### config.mk
export PLATFORM = sky130hd
export DESIGN_NAME = vid_timing_seq
export DESIGN_NICKNAME = d
export VERILOG_FILES = /design/src/rtl/vid_timing_seq.sv
export SDC_FILE = /design/constraint.sdc
export NUM_CORES = 1
export LEC_CHECK = 0
export ABC_AREA = 1
export BUFFER_PORTS_ARGS = -buffer_cell sky130_fd_sc_hd__buf_2
export CAP_MARGIN = 20
export CORE_ASPECT_RATIO = 1.4
export CORE_MARGIN = 3
export CORE_UTILIZATION = 45
export CTS_BUF_LIST = sky130_fd_sc_hd__clkbuf_8
export DETAILED_ROUTE_END_ITERATION = 8
export PLACE_DENSITY = 0.66
export REMOVE_ABC_BUFFERS = 1
export SLEW_MARGIN = 20
export SYNTH_ARGS = -nofsm -noshare
export SYNTH_HDL_FRONTEND = slang
export SYNTH_SLANG_ARGS = --single-unit
### constraint.sdc
create_clock -name clk -period 30.5 [get_ports clk]
set_input_delay 6.1 -clock clk [delete_from_list [all_inputs] [get_ports clk]]
set_output_delay 6.1 -clock clk [all_outputs]
set_load 0.03 [all_outputs]
### src/rtl/vid_timing_seq.sv
module vid_timing_seq #(
  parameter int HW = 16,
  parameter int VW = 12,
  parameter int PW = 14
) (
  input  logic          clk,
  input  logic          rst_n,
  input  logic          pwr_on,
  input  logic          cmd_mode,
  input  logic [1:0]    vid_mode,
  input  logic [5:0]    lp_en,
  input  logic [1:0]    lanes_m1,
  input  logic [PW-1:0] pix_per_line,
  input  logic [HW-1:0] hsync_cyc,
  input  logic [HW-1:0] hbp_cyc,
  input  logic [HW-1:0] line_cyc,
  input  logic [VW-1:0] vsync_lines,
  input  logic [VW-1:0] vbp_lines,
  input  logic [VW-1:0] vact_lines,
  input  logic [VW-1:0] vfp_lines,
  output logic [2:0]    region,
  output logic [1:0]    vphase,
  output logic          lp_allow,
  output logic          frame_start,
  output logic          sync_start,
  output logic          sync_end,
  output logic          pkt_start
);
  localparam int SW = ((HW > PW + 2) ? HW : PW + 2) + 2;
  localparam int TW = VW + 2;
  localparam logic [2:0] R_IDLE = 3'd0, R_SYNC = 3'd1, R_HBP = 3'd2,
                         R_ACT = 3'd3, R_HFP = 3'd4, R_VBLK = 3'd5;

  logic          run_q;
  logic [SW-1:0] hcnt;
  logic [TW-1:0] vcnt;
  logic [1:0]    s_mode, s_lanes;
  logic [5:0]    s_lp;
  logic [PW-1:0] s_pix;
  logic [HW-1:0] s_hsa, s_hbp, s_hline;
  logic [VW-1:0] s_vsa, s_vbp, s_vact, s_vfp;

  wire run_req = pwr_on & ~cmd_mode;

  wire [SW-1:0] act_cyc  = (SW'(s_pix) * SW'(3) + SW'(s_lanes)) / (SW'(s_lanes) + SW'(1));
  wire [SW-1:0] h_edge   = SW'(s_hsa) + SW'(s_hbp);
  wire [SW-1:0] act_end  = h_edge + act_cyc;
  wire [SW-1:0] len_raw  = (SW'(s_hline) > act_end) ? SW'(s_hline) : act_end;
  wire [SW-1:0] line_len = (len_raw == '0) ? SW'(1) : len_raw;

  wire [VW-1:0] vact1 = (s_vact == '0) ? VW'(1) : s_vact;
  wire [TW-1:0] b1    = TW'(s_vsa);
  wire [TW-1:0] b2    = b1 + TW'(s_vbp);
  wire [TW-1:0] b3    = b2 + TW'(vact1);
  wire [TW-1:0] vtot  = b3 + TW'(s_vfp);

  wire line_last  = (hcnt == line_len - SW'(1));
  wire frame_last = line_last && (vcnt == vtot - TW'(1));

  always_ff @(posedge clk or negedge rst_n) begin
    if (!rst_n) begin
      run_q <= 1'b0; hcnt <= '0; vcnt <= '0;
      s_mode <= '0; s_lanes <= '0; s_lp <= '0; s_pix <= '0;
      s_hsa <= '0; s_hbp <= '0; s_hline <= '0;
      s_vsa <= '0; s_vbp <= '0; s_vact <= '0; s_vfp <= '0;
    end else if (!run_req) begin
      run_q <= 1'b0; hcnt <= '0; vcnt <= '0;
    end else if (!run_q || frame_last) begin
      run_q <= 1'b1; hcnt <= '0; vcnt <= '0;
      s_mode <= vid_mode; s_lanes <= lanes_m1; s_lp <= lp_en; s_pix <= pix_per_line;
      s_hsa <= hsync_cyc; s_hbp <= hbp_cyc; s_hline <= line_cyc;
      s_vsa <= vsync_lines; s_vbp <= vbp_lines; s_vact <= vact_lines; s_vfp <= vfp_lines;
    end else if (line_last) begin
      hcnt <= '0; vcnt <= vcnt + TW'(1);
    end else begin
      hcnt <= hcnt + SW'(1);
    end
  end

  assign vphase = (vcnt < b1) ? 2'd0 : (vcnt < b2) ? 2'd1 : (vcnt < b3) ? 2'd2 : 2'd3;

  always_comb begin
    region = R_IDLE;
    if (run_q) begin
      if (hcnt < SW'(s_hsa))   region = R_SYNC;
      else if (vphase != 2'd2) region = R_VBLK;
      else if (hcnt < h_edge)  region = R_HBP;
      else if (hcnt < act_end) region = R_ACT;
      else                     region = R_HFP;
    end
  end

  always_comb begin
    case (region)
      R_VBLK:  lp_allow = (vphase == 2'd0) ? s_lp[0] : (vphase == 2'd1) ? s_lp[1] : s_lp[2];
      R_HBP:   lp_allow = s_lp[3] & s_lp[4];
      R_HFP:   lp_allow = s_lp[3] & (s_lp[5] | (s_mode == 2'd2));
      default: lp_allow = 1'b0;
    endcase
  end

  assign sync_start  = run_q && (hcnt == '0);
  assign frame_start = sync_start && (vcnt == '0);
  assign sync_end    = run_q && (s_mode == 2'd0) && (s_hsa != '0) && (hcnt == SW'(s_hsa));
  assign pkt_start   = run_q && (vphase == 2'd2) && (act_cyc != '0) && (hcnt == h_edge);
endmodule

=== Yosys cells after proc, flatten, opt, wreduce, memory -nomap -nowiden ===
Index checks and enable logic that the tools add are counted.

* Add/subtract/negate cells: 11
* Multiply operators: 1
* Divide/modulo/power cells: 1
* Magnitude comparators: 7
* Eq/ne operators: 13
* Muxes and demuxes: 22
* Bitwise gates (word level): 5
* Reductions and logical operators: 20

{| class="wikitable"
|+ Operators by type and width
! cell !! count
|-
| $mux W18 || 5
|-
| $mux W14 || 3
|-
| $logic_not A18 Y1 || 2
|-
| $add A17 B18 Y18 || 1
|-
| $add A18 B1 Y18 const B || 1
|-
| $div A18 B18 Y18 || 1
|-
| $eq A18 B16 Y1 || 1
|-
| $eq A18 B17 Y1 || 1
|-
| $eq A18 B18 Y1 || 1
|-
| $gt A16 B18 Y1 || 1
|-
| $lt A18 B16 Y1 || 1
|-
| $lt A18 B17 Y1 || 1
|-
| $lt A18 B18 Y1 || 1
|-
| $reduce_bool A18 Y1 || 1
|-
| $sub A18 B1 Y18 const B || 1
|-
| $add A16 B16 Y17 || 1
|-
| $add A16 B2 Y17 || 1
|-
| $mul A14 B2 Y16 const B || 1
|-
| $reduce_bool A16 Y1 || 1
|-
| $mux W3 || 5
|-
| $add A13 B12 Y14 || 1
|-
| $add A14 B1 Y14 const B || 1
|-
| $add A14 B12 Y14 || 1
|-
| $eq A14 B14 Y1 || 1
|-
| 27 further kinds || 45
|}

* Flip-flop bits (word level): 153
* Input port bits: 124
* Output and inout bits: 10
* Word-level logic and storage cells: 94

=== Logic depth before layout (Yosys ltp) ===
* Depth after elaboration: 14
* Mapped depth: 227
* Depth with buffers taken out: 220

=== Least setup slack after synthesis ===
OpenSTA, ideal clock, no wires.

* Kind: reg2out
* From: register s_lanes[0]
* To: output port lp_allow
* Arrival time: 27.546 ns
* Required time: 24.400 ns
* Slack: -3.146 ns
* Stages on the path, launching flop included: 197
* Buffers on the path: 7
* Cell sequence: dfrtp_1 inv_1 ha_1 inv_1 ha_1 o21ai_1 nand2_1 nand3_1 inv_1 ha_1 nand2_1 nand3_2 a21oi_2 or2_2 nand2_1 ha_1 inv_1 o21bai_1 (+161 left out) nand2_1 nand2_1 a21oi_1 o31ai_1 a21oi_1 o21ai_0 xor2_1 inv_1 ha_1 a21o_1 a21oi_1 nand2_1 nand2_1 nand2_1 nand2_1 inv_1 nor2_1 o31ai_1

* Longest elaborated chain between the ends: 11
* Elaborated cells on any way between the ends: 14
* Classes of those cells: add/sub (3); div (1); order compare (1); eq/ne (3); mux (6)

{| class="wikitable"
|+ Ends and longest elaborated chain
! element !! line !! RTL
|-
| start: declaration || 37 || <nowiki>logic [1:0] s_mode, s_lanes;</nowiki>
|-
| start signal: assignment || 70 || <nowiki>s_mode <= vid_mode; s_lanes <= lanes_m1; s_lp <= lp_en; s_pix <= pix_per_line;</nowiki>
|-
| $add A16 B2 Y17 or $add A2 B1 Y3 (tied branches) || 45 || <nowiki>wire [SW-1:0] act_cyc = (SW'(s_pix) * SW'(3) + SW'(s_lanes)) / (SW'(s_lanes) + SW'(1));</nowiki>
|-
| $div A18 B18 Y18 * || 45 ||
|-
| $add A17 B18 Y18 * || 47 || <nowiki>wire [SW-1:0] act_end = h_edge + act_cyc;</nowiki>
|-
| $lt A18 B18 Y1 * || 88 || <nowiki>else if (hcnt < act_end) region = R_ACT;</nowiki>
|-
| $mux W3 * || 88 ||
|-
| $mux W3 * || 87 || <nowiki>else if (hcnt < h_edge) region = R_HBP;</nowiki>
|-
| $mux W3 * || 86 || <nowiki>else if (vphase != 2'd2) region = R_VBLK;</nowiki>
|-
| $mux W3 * || 85 || <nowiki>if (hcnt < SW'(s_hsa)) region = R_SYNC;</nowiki>
|-
| $mux W3 * || 84 || <nowiki>if (run_q) begin</nowiki>
|-
| named net region[2] || 21 || <nowiki>output logic [2:0] region,</nowiki>
|-
| $eq A3 B3 Y1 or $eq A3 B2 Y1 (tied branches) || 94 || <nowiki>case (region)</nowiki>
|-
| $pmux W1 S3 * || 94 ||
|-
| end: declaration || 23 || <nowiki>output logic lp_allow,</nowiki>
|}

The timed path passes the listed nets; every way through them passes the cells marked *.

=== Final worst setup path ===
* From: register s_pix[1]
* To: output port lp_allow

* Longest elaborated chain between the ends: 12
* Elaborated cells on any way between the ends: 14
* Classes of those cells: add/sub (2); mul (1); div (1); order compare (1); eq/ne (3); mux (6)

{| class="wikitable"
|+ Ends and longest elaborated chain
! element !! line !! RTL
|-
| start: declaration || 39 || <nowiki>logic [PW-1:0] s_pix;</nowiki>
|-
| start signal: assignment || 70 ||
|-
| $mul A14 B2 Y16 * || 45 ||
|-
| $add A16 B2 Y17 * || 45 ||
|-
| $div A18 B18 Y18 * || 45 ||
|-
| $add A17 B18 Y18 * || 47 ||
|-
| $lt A18 B18 Y1 * || 88 ||
|-
| $mux W3 * || 88 ||
|-
| $mux W3 * || 87 ||
|-
| $mux W3 * || 86 ||
|-
| $mux W3 * || 85 ||
|-
| $mux W3 * || 84 ||
|-
| $eq A3 B3 Y1 or $eq A3 B2 Y1 (tied branches) || 94 ||
|-
| $pmux W1 S3 * || 94 ||
|}

Mark *: on every way between the ends. The rest lies on a longest branch, timed or not.

==> results.yml <==
outcome:
  run_status: "complete, but fails checks"
  violations: "negative setup slack"
sta:
  drv_slew: 0
  fmaxAchievable_mhz: 32.6
  worstMarginPinSlew_ns: 1.00
  finalClockSkew_ns: 0.0285
  fin_ws_ns: -0.133
  finalHoldViolCount: 0
  setup_viol: 2
  period_minus_slack_ns: 30.63
  tns_ns: -0.169
  rsz0062_at_grt: "yes"
  max_slew_margin_pct: 33.3
  layout_worst_path_cycle_share_pct: 100
synth:
  ys_types: 61
  netlist_area_um2: 19500
  yosys-top-cells-area: "dfrtp_1 20%, ha_1 17%, nand2_1 11%"
  synthFlopType: "dfrtp_1"
  synthArstFlopShare_pct: 100
  synth_seq_cells: 153
  ys_seq_area_share_pct: 19.6
  syn_area_per_cell_um2: 6.93
  yosys_warnings: 0
  synth_top_area_cell: "dfrtp_1"
  synth-edff-count: 0
  synth_top_area_share_pct: 19.6
  syn-instance-count: 2814
global_routing:
  gr-total-overflow: 0
  grt_pass1_wl_um: 100000
  grt_pass1_vias: 21700
  antenna_found_initial: 2
  grtUsageTotal_pct: 26.6
  grt_max_degree: 141
clock_tree:
  cts_htree_levels: 4
  root_buffer: "clkbuf_8"
  cts_sinks: 153
  clk_pin_slew_ns: 0.11
  insertion_delay_ns: 0.54
  hold_buffers: 0
  numCtsBuffers: 17
  cts_tree: "done"
  clockBufferDepth: 2
critical_path:
  crit_buf_inv: 36
  arrival_ns: 24.53
  r2r_slack_ns: 1.41
  rr_worst_depth: 212
  crit_slowest_cell: "fa_1"
  crit_fanout: 8
  cpPeakStageDelay_ns: 0.49
  worst_r2r_startpoint: "s_pix[1]"
  cp-end-kind: "output port"
  r2r_end: "vcnt[4]"
  crit_type: "flop to output port"
  critPathMostFrequentCell: "nand2_2"
  critPathRequiredTime_ns: 24.40
  critical-path-top-delay-family: "simple AND/OR/NAND/NOR gates"
  start_kind: "flop"
die:
  die-width_um: 182
  die_y_um: 252
  core.rowCount: 89
  fp.dieArea_um2: 45900
  core_area_um2: 42400
  start_util_pct: 45.9
  io_pins: 134
detailed_routing:
  wl_per_cell_um: 15.9
  viasPerCell: 5.29
  vias: 21300
  postRouteAntennaNets: 0
  drc: 0
  first_pass_iters: 5
  dr.first_iter.drc_count: 897
  wl_um: 64100
placement:
  numPortBuffers: 133
  dp_hpwl_um: 50200
  gp_congestion: 0.928
hold_path:
  hold_end: "s_vact[0]"
  min-delay-start: "s_vact[0]"
  hp-class: "flop to flop"
  holdPathStages: 1
finish:
  area_delta_synth_final_pct: 34.5
  drive_gt1_share_pct: 31.9
  nets: 3873
  post-route-util_pct: 61.8
  antennaDiodeCount: 0
  fillerInstances: 3811
  multi_input_area_um2: 14600
  seq_area_um2: 3830
job:
  cap_violations: 0
==> through the flow <==
stage | cell area (um2) | setup WS (ns) | std cells | hold WS, ns
after floorplan | 19300 | -3.13 | 2770 | 0.480
after global placement | 23800 | -0.852 | 3862 | 0.494
after detailed placement | 23800 | -2.02 | 3862 | 0.499
after CTS | 25200 | -0.149 | 3990 | 0.521
after global routing | 26200 | -1.50 | 4036 | 0.538
final | 26200 | -0.133 | 4036 | 0.517
==> repair_timing <==
item	4_1_cts	5_1_grt
pin swaps	70	152
resized for setup	102	181
hold endpoints to repair	0	0
setup buffers	97	49
setup endpoints to repair	121	156
==> area by class of cell <==
| type | count | share of cell area, % |
|---|---|---|
| inverter | 477 | 6.93 |
| sequential | 153 | 14.6 |
| tap | 546 | 2.61 |
| multi-input combinational | 2140 | 55.6 |
| clock inverter | 13 | 0.515 |
| timing repair buffer | 689 | 18.8 |
| clock buffer | 18 | 0.945 |
==> worst max path at each step <==
| stage | startpoint | to | depth (start not counted) |
|---|---|---|---|
| after global placement | s_lanes[1] | lp_allow | 194 |
| after CTS | s_lanes[1] | lp_allow | 196 |
| after detailed placement | s_lanes[1] | lp_allow | 194 |
| after floorplan | s_lanes[0] | lp_allow | 189 |
| final | s_pix[1] | lp_allow | 196 |
| after global routing | s_pix[1] | lp_allow | 198 |
==> flip-flops by register name, indices dropped and copies added, names as in the netlist <==
name,flops
hcnt,18
s_hbp,16
s_hline,16
s_hsa,16
s_pix,14
vcnt,14
s_vact,12
s_vbp,12
s_vfp,12
s_vsa,12
s_lp,6
s_lanes,2
s_mode,2
run_q,1
==> layer usage <==
layer | share of wire, % | track usage, % | wire [um]
met5 | 0.011 | 0 | 7
met1 | 37 | 27.1 | 23500
met4 | 5.9 | 14.1 | 3780
met2 | 54 | 52.1 | 34400
met3 | 3.7 | 3.22 | 2350
==> kinds of logic (layout without fill, tap and decap cells) <==
family | count (synthesis) | in the layout | synth area share [%]
other cells | 1 | 2 | 0.0192
xor+xnor | 142 | 142 | 6.38
simple gates | 1273 | 1273 | 30.6
buf+inv | 522 | 1197 | 10.4
mux | 70 | 70 | 4.04
compound gates | 382 | 382 | 11.2
fa+ha+maj | 271 | 271 | 17.7
flops | 153 | 153 | 19.6
==> synthesized netlist by cell type, types with 3 or more instances <==
master    instances
a211oi_1          6
a21oi_1         187
nand3_2          10
inv_2            15
o21a_1            7
nand3_4           7
nor3b_1           5
nor2_2           20
nand2_4          11
nor2_1          244
clkbuf_1         30
o31ai_1           4
ha_1            264
and2_1            3
nand2_2          34
buf_6             9
a221oi_1          4
nor4_1           22
nor3_1           48
nor2_4           14
nand4_1          71
inv_1           458
dfrtp_1         153
fa_1              7
xnor2_1          27
nand3_1         178
o21ai_1          20
a31oi_1           7
mux2_2           70
nand2_1         560
buf_1             5
o221ai_1          5
o21ai_2           5
o21ai_0          84
nand3b_1         16
xor2_1          115
or2_2            21
a21o_1            7
o21bai_1         31
==> layout by cell type, fill, tap and decap left out, types with 15 or more instances in the layout <==
| cell type | n |
|---|---|
| nor3_1 | 46 |
| nand3_2 | 15 |
| or2_2 | 18 |
| nand2_2 | 67 |
| clkbuf_8 | 18 |
| dfrtp_1 | 153 |
| inv_1 | 430 |
| o21ai_2 | 25 |
| buf_4 | 546 |
| nand2_4 | 20 |
| inv_2 | 37 |
| nand3b_1 | 16 |
| o21ai_1 | 24 |
| xnor2_1 | 27 |
| buf_2 | 128 |
| ha_1 | 247 |
| o21bai_1 | 26 |
| nor2_1 | 224 |
| mux2_2 | 70 |
| nor2_2 | 25 |
| nor2_4 | 29 |
| nand4_1 | 71 |
| xor2_1 | 113 |
| o21ai_0 | 55 |
| a21oi_1 | 170 |
| nor4_1 | 22 |
| nand2_1 | 518 |
| nand3_1 | 168 |
Power is left out: the tool's default activity adds up to more than one toggle a clock period on the data nets, which glitch-free logic cannot reach.
